--- src/rtl/eeb_pkg.sv ---
package eeb_pkg;

    localparam logic [3:0] DEV_TYPE = 4'b1010;

    typedef enum logic [2:0] {
        ST_IDLE,
        ST_DEV,
        ST_AHI,
        ST_ALO,
        ST_WDAT,
        ST_RDAT,
        ST_HOLD
    } st_e;

    typedef struct packed {
        logic scl;
        logic sda;
        logic scl_rise;
        logic scl_fall;
        logic start;
        logic stop;
    } bus_ev_t;

    function automatic logic sel_hit(input logic [7:0] b, input logic [2:0] strap);
        return b[7:1] == {DEV_TYPE, strap};
    endfunction

endpackage

--- src/rtl/eeb_line_sync.sv ---
module eeb_line_sync #(
    parameter int STAGES = 2,
    parameter int LINES  = 2
) (
    input  logic             clk,
    input  logic             rst,
    input  logic [LINES-1:0] raw,
    output logic [LINES-1:0] sync
);
    for (genvar g = 0; g < LINES; g++) begin : g_line
        logic [STAGES-1:0] pipe;
        always_ff @(posedge clk) begin
            if (rst) pipe <= '1;
            else     pipe <= {pipe[STAGES-2:0], raw[g]};
        end
        assign sync[g] = pipe[STAGES-1];
    end
endmodule

--- src/rtl/eeb_bus_events.sv ---
module eeb_bus_events
    import eeb_pkg::*;
(
    input  logic    clk,
    input  logic    rst,
    input  logic    scl,
    input  logic    sda,
    output bus_ev_t ev
);
    logic scl_q, sda_q;

    always_ff @(posedge clk) begin
        if (rst) begin
            scl_q <= 1'b1;
            sda_q <= 1'b1;
        end else begin
            scl_q <= scl;
            sda_q <= sda;
        end
    end

    always_comb begin
        ev.scl      = scl;
        ev.sda      = sda;
        ev.scl_rise = scl & ~scl_q;
        ev.scl_fall = ~scl & scl_q;
        ev.start    = scl & scl_q & sda_q & ~sda;
        ev.stop     = scl & scl_q & ~sda_q & sda;
    end
endmodule

--- src/rtl/eeb_addr_ctr.sv ---
module eeb_addr_ctr #(
    parameter int W = 13
) (
    input  logic         clk,
    input  logic         rst,
    input  logic         load,
    input  logic [W-1:0] load_val,
    input  logic         inc,
    output logic [W-1:0] q
);
    always_ff @(posedge clk) begin
        if (rst)       q <= '0;
        else if (load) q <= load_val;
        else if (inc)  q <= q + {{(W-1){1'b0}}, 1'b1};
    end
endmodule

--- src/rtl/eeb_bus_slave.sv ---
module eeb_bus_slave
    import eeb_pkg::*;
#(
    parameter int ADDR_W      = 13,
    parameter int SYNC_STAGES = 2
) (
    input  logic              clk,
    input  logic              rst,
    input  logic              scl_i,
    input  logic              sda_i,
    output logic              sda_oe,
    input  logic [2:0]        strap_addr,
    input  logic              wr_busy,
    output logic [ADDR_W-1:0] mem_addr,
    input  logic [7:0]        mem_rdata,
    output logic              mem_we,
    output logic [7:0]        mem_wdata
);
    localparam int         HI_W     = ADDR_W - 8;
    localparam logic [3:0] LAST_BIT = 4'd8;

    logic [1:0] line_s;
    bus_ev_t    ev;
    logic       scl_s, start_det, stop_det;

    st_e               state_q;
    logic [3:0]        cnt_q;
    logic              in_ack_q, oe_q, rw_q;
    logic [7:0]        rx_q, tx_q, wdata_q;
    logic [HI_W-1:0]   hi_q;
    logic [ADDR_W-1:0] ld_val_q;
    logic              ctr_ld_q, rd_inc_q, we_q;

    eeb_line_sync #(.STAGES(SYNC_STAGES), .LINES(2)) u_sync (
        .clk  (clk),
        .rst  (rst),
        .raw  ({scl_i, sda_i}),
        .sync (line_s)
    );

    eeb_bus_events u_ev (
        .clk (clk),
        .rst (rst),
        .scl (line_s[1]),
        .sda (line_s[0]),
        .ev  (ev)
    );

    assign scl_s     = ev.scl;
    assign start_det = ev.start;
    assign stop_det  = ev.stop;

    eeb_addr_ctr #(.W(ADDR_W)) u_ctr (
        .clk      (clk),
        .rst      (rst),
        .load     (ctr_ld_q),
        .load_val (ld_val_q),
        .inc      (rd_inc_q | we_q),
        .q        (mem_addr)
    );

    always_ff @(posedge clk) begin
        if (rst) begin
            state_q  <= ST_IDLE;
            cnt_q    <= '0;
            in_ack_q <= 1'b0;
            oe_q     <= 1'b0;
            rw_q     <= 1'b0;
            rx_q     <= '0;
            tx_q     <= '0;
            wdata_q  <= '0;
            hi_q     <= '0;
            ld_val_q <= '0;
            ctr_ld_q <= 1'b0;
            rd_inc_q <= 1'b0;
            we_q     <= 1'b0;
        end else begin
            ctr_ld_q <= 1'b0;
            rd_inc_q <= 1'b0;
            we_q     <= 1'b0;
            if (ev.start) begin
                state_q  <= ST_DEV;
                cnt_q    <= '0;
                in_ack_q <= 1'b0;
                oe_q     <= 1'b0;
            end else if (ev.stop) begin
                state_q  <= ST_IDLE;
                cnt_q    <= '0;
                in_ack_q <= 1'b0;
                oe_q     <= 1'b0;
            end else begin
                case (state_q)
                    ST_DEV, ST_AHI, ST_ALO, ST_WDAT: begin
                        if (!in_ack_q) begin
                            if (ev.scl_rise && cnt_q != LAST_BIT) begin
                                rx_q  <= {rx_q[6:0], ev.sda};
                                cnt_q <= cnt_q + 4'd1;
                            end else if (ev.scl_fall && cnt_q == LAST_BIT) begin
                                in_ack_q <= 1'b1;
                                oe_q     <= 1'b1;
                                case (state_q)
                                    ST_DEV: begin
                                        if (sel_hit(rx_q, strap_addr) && !wr_busy) begin
                                            rw_q <= rx_q[0];
                                        end else begin
                                            in_ack_q <= 1'b0;
                                            oe_q     <= 1'b0;
                                            cnt_q    <= '0;
                                            state_q  <= ST_IDLE;
                                        end
                                    end
                                    ST_AHI: hi_q <= rx_q[HI_W-1:0];
                                    ST_ALO: begin
                                        ctr_ld_q <= 1'b1;
                                        ld_val_q <= {hi_q, rx_q};
                                    end
                                    default: begin
                                        we_q    <= 1'b1;
                                        wdata_q <= rx_q;
                                    end
                                endcase
                            end
                        end else if (ev.scl_fall) begin
                            in_ack_q <= 1'b0;
                            cnt_q    <= '0;
                            oe_q     <= 1'b0;
                            case (state_q)
                                ST_DEV: begin
                                    if (rw_q) begin
                                        state_q <= ST_RDAT;
                                        tx_q    <= mem_rdata;
                                        oe_q    <= ~mem_rdata[7];
                                    end else begin
                                        state_q <= ST_AHI;
                                    end
                                end
                                ST_AHI:  state_q <= ST_ALO;
                                default: state_q <= ST_WDAT;
                            endcase
                        end
                    end
                    ST_RDAT: begin
                        if (!in_ack_q) begin
                            if (ev.scl_rise && cnt_q != LAST_BIT) begin
                                cnt_q <= cnt_q + 4'd1;
                            end else if (ev.scl_fall) begin
                                if (cnt_q == LAST_BIT) begin
                                    oe_q     <= 1'b0;
                                    in_ack_q <= 1'b1;
                                end else if (cnt_q != 4'd0) begin
                                    tx_q <= {tx_q[6:0], 1'b0};
                                    oe_q <= ~tx_q[6];
                                end
                            end
                        end else begin
                            if (ev.scl_rise) begin
                                rd_inc_q <= 1'b1;
                                if (ev.sda) begin
                                    state_q  <= ST_HOLD;
                                    in_ack_q <= 1'b0;
                                    cnt_q    <= '0;
                                end
                            end else if (ev.scl_fall) begin
                                in_ack_q <= 1'b0;
                                cnt_q    <= '0;
                                tx_q     <= mem_rdata;
                                oe_q     <= ~mem_rdata[7];
                            end
                        end
                    end
                    default: ;
                endcase
            end
        end
    end

    assign sda_oe    = oe_q;
    assign mem_we    = we_q;
    assign mem_wdata = wdata_q;

endmodule

--- config.mk ---
export PLATFORM = sky130hd
export DESIGN_NAME = eeb_bus_slave
export DESIGN_NICKNAME = d
export VERILOG_FILES = /design/src/rtl/eeb_pkg.sv /design/src/rtl/eeb_line_sync.sv /design/src/rtl/eeb_bus_events.sv /design/src/rtl/eeb_addr_ctr.sv /design/src/rtl/eeb_bus_slave.sv
export SDC_FILE = /design/constraint.sdc
export NUM_CORES = 1
export LEC_CHECK = 0
export BUFFER_PORTS_ARGS = -buffer_cell sky130_fd_sc_hd__buf_4
export CAP_MARGIN = 20
export CORE_MARGIN = 2
export CORE_UTILIZATION = 40
export CTS_CLUSTER_DIAMETER = 100
export DETAILED_ROUTE_END_ITERATION = 8
export SKIP_CTS_REPAIR_TIMING = 1
export SYNTH_ARGS = -nofsm -noshare
export SYNTH_HDL_FRONTEND = slang
export SYNTH_SLANG_ARGS = --single-unit
export TNS_END_PERCENT = 30
--- constraint.sdc ---
create_clock -name clk -period 6.1 [get_ports clk]
set_clock_uncertainty 0.05 [all_clocks]
set_input_delay 0.61 -clock clk [delete_from_list [all_inputs] [get_ports clk]]
set_output_delay 0.61 -clock clk [all_outputs]
set_load 0.05 [all_outputs]
==> reports/results.tsv <==
metric	value	unit
# IOs	39	
crit path from	state_q[2]$_SDFFE_PP0P_	
final setup fails	0	
met2 usage	29.5	%
port bufs	38	
Area Overhead vs Synth	16.6	%
outcome	finished clean	
DRC	0	
fmax	0.367	GHz
met3 Track Usage GR	3.52	%
busiest grt layer	met2	
DIE WIDTH	95.9	um
min-delay worst type	flip-flop to flip-flop	
global route overflow	0	
WL/cell	13.2	um
GRT Total Usage	17.4	%
most common cell after layout, fill and taps aside	dfxtp_1	
antenna cells	0	
setup total negative slack	0	ns
max_cap viols	0	
clk_lat worst skew	0.35	ns
RSZ-0062 raised after global routing	no	
DRT iter0 DRCs	131	
Num CTS Buffers	9	
Logic pwr share	3.0	%
post-DP HPWL	5120	um
Power Dens Cells	239	nW/um^2
# nets final	466	
Worst slew margin	32.8	%
Core ar.	8220	sq um
commonest register cell after synthesis	dfxtp_1	
Via Count	2923	
final WL	7380	um
Site Rows	33	
sequential area share after synthesis	43.3	%
CTS Root Cell	clkbuf_8	
Post-synth EDFFs	0	
CP Max Fanout	19	
worst setup path category	flip-flop to flip-flop	
pin count of the biggest net entering global routing	68	
Worst path slowest cell	nor2b_1	
crit path to	cnt_q[1]$_SDFFE_PP0P_	
area of placed instances	3700	sq um
cell-by-cell trace of the critical path	nor2b_1 -> and3_1 -> nand2_1 -> o21a_1 -> and3_1 -> o32ai_1	
Hold WS	0.356	ns
leakage	1.46	nW
switching share of power	23.0	%
Int Pwr	0.725	mW
final number of hold-violating endpoints	0	
die height	95.9	um
Critical Path RT	6.32	ns
most frequent cells in the layout	dfxtp_1 (73), nand2_1 (71), a21oi_1 (58)	
NetSw	0.216	mW
Longest Clk Path Bufs	2	
critical path data arrival time	2.94	ns
Die Area	9190	sq um
slowest stage delay, CP	0.77	ns
synthesized flop and latch total	73	
initial core utilization	41.1	%
H-tree depth	3	
Synthesis Warnings	0	
RR Startpoint	state_q[2]$_SDFFE_PP0P_	
post-synth net total	440	
Post-Synthesis Cells	421	
CP dominant cell by count	and3_1	
Final GP Congestion	0.831	
Initial DRT Pass Iterations	4	
R2R depth	6	
met1 Use GR	21.8	%
CP startpoint kind	flip-flop	
first-pass GRT wire length	12500	um
maximum vdd drop	149	uV
fin util	47.9	%
RR Endpoint	cnt_q[1]$_SDFFE_PP0P_	
TritonCTS clock tree	done	
initial antenna violation count	0	
final worst-path cycle share	44.7	%
clock share of power	46.0	%
post-synthesis cell area	3380	sq um
layout cell share with drive strength beyond 1	15.0	%
synth unique cells	49	
vias per cell	5.25	
Detail Route Antenna Nets	0	
Sink Count	73	
clock period minus worst slack	2.73	ns
Post-Syn Area per Cell	8.02	sq um
Async SR Flop Fraction	0	%
Sequential Power Share	51.0	%
crit end category	flip-flop	
flop-to-flop setup slack	3.37	ns
clock slew at reported path FFs	0.08	ns
slew of the pin with the lowest slew margin	1.00	ns
vias in the first global route	2741	
Final Cell Area	3940	sq um
max-slew violations	0	
## power by group through the flow
stage / logic, mW / clock network, mW / registers, mW
after floorplan: 0.0179 / 0 / 0.491
after global placement: 0.0288 / 0 / 0.491
after detailed placement: 0.0289 / 0 / 0.491
after CTS: 0.0290 / 0.444 / 0.480
after global routing: 0.0319 / 0.467 / 0.480
final: 0.0285 / 0.433 / 0.480
## per-layer routing
layer	up-vias	part of all wire (%)
li1	1513	-
met1	1331	48
met2	69	47
met3	10	3.9
met4	0	1.5
met5	-	0
## worst max-delay path, delay by kind of cell, from the launching register on
family,cells,cell delay [ns]
simple gates,4,1.43
flops,1,0.71
compound gates,2,0.45
## per-stage QoR
stage / std cells / setup WS [ns] / power [mW]
after floorplan: 421 / 4.12 / 0.509
after global placement: 540 / 3.46 / 0.520
after detailed placement: 540 / 3.42 / 0.520
after CTS: 556 / 3.40 / 0.953
after global routing: 557 / 3.23 / 0.979
final: 557 / 3.37 / 0.941
## cells in the mapped netlist (all sizes together) (3+ instances only)
library cell  number  area [sq um]
inv                6          22.5
nand3             30           150
a211oi             9          67.6
nor2              33           126
ha                 3          37.5
dfxtp             73          1460
or3                4          25.0
nor3               7          40.0
a21oi             58           290
nand2             72           273
nor2b              7          43.8
buf                5          25.0
xnor2              6          52.6
nand3b             3          22.5
and3               5          31.3
mux2i             10           100
clkbuf            19          71.3
xor2              10          87.6
nand2b             5          31.3
or2                9          56.3
o21ai             14          70.1
nand4              3          18.8
## area by class of cell
type / instances / area [sq um]
fill: 842 / 4280
multi-input combinational: 318 / 1800
sequential: 73 / 1460
timing repair buffer: 39 / 293
tap: 105 / 131
clock buffer: 9 / 124
clock inverter: 7 / 101
inverter: 6 / 22.5
## sequential cells by signal (all words and copies together), names as in the netlist, 3 cells and up
| signal | cells |
|---|---|
| ld_val_q | 13 |
| u_ctr.q | 13 |
| mem_wdata | 8 |
| rx_q | 8 |
| tx_q | 7 |
| hi_q | 5 |
| cnt_q | 4 |
| u_sync.g_line.pipe | 4 |
| state_q | 3 |
## how the worst min path moves through the flow
stage	start	end	slack, ns	depth (start not counted)
5_1_grt	u_sync.g_line[1].pipe[0]$_SDFF_PP1_	u_sync.g_line[1].pipe[1]$_SDFF_PP1_	0.36	1
4_1_cts	u_sync.g_line[1].pipe[0]$_SDFF_PP1_	u_sync.g_line[1].pipe[1]$_SDFF_PP1_	0.36	1
3_3_place_gp	u_sync.g_line[0].pipe[0]$_SDFF_PP1_	u_sync.g_line[0].pipe[1]$_SDFF_PP1_	0.34	1
2_1_floorplan	u_sync.g_line[0].pipe[0]$_SDFF_PP1_	u_sync.g_line[0].pipe[1]$_SDFF_PP1_	0.34	1
6_report	u_sync.g_line[1].pipe[0]$_SDFF_PP1_	u_sync.g_line[1].pipe[1]$_SDFF_PP1_	0.36	1
3_5_place_dp	u_sync.g_line[1].pipe[0]$_SDFF_PP1_	u_sync.g_line[1].pipe[1]$_SDFF_PP1_	0.34	1
## cells by family after synthesis
kind of cell / share of synthesized area (%)
adder cells (fa/ha/maj): 1.11
AO/OA/AOI/OAI: 17.7
AND/OR/NAND/NOR: 26.9
buffers and inverters: 3.52
multiplexers: 3.30
XOR/XNOR: 4.15
flip-flops: 43.3
Power figures use the tool's default switching activity.
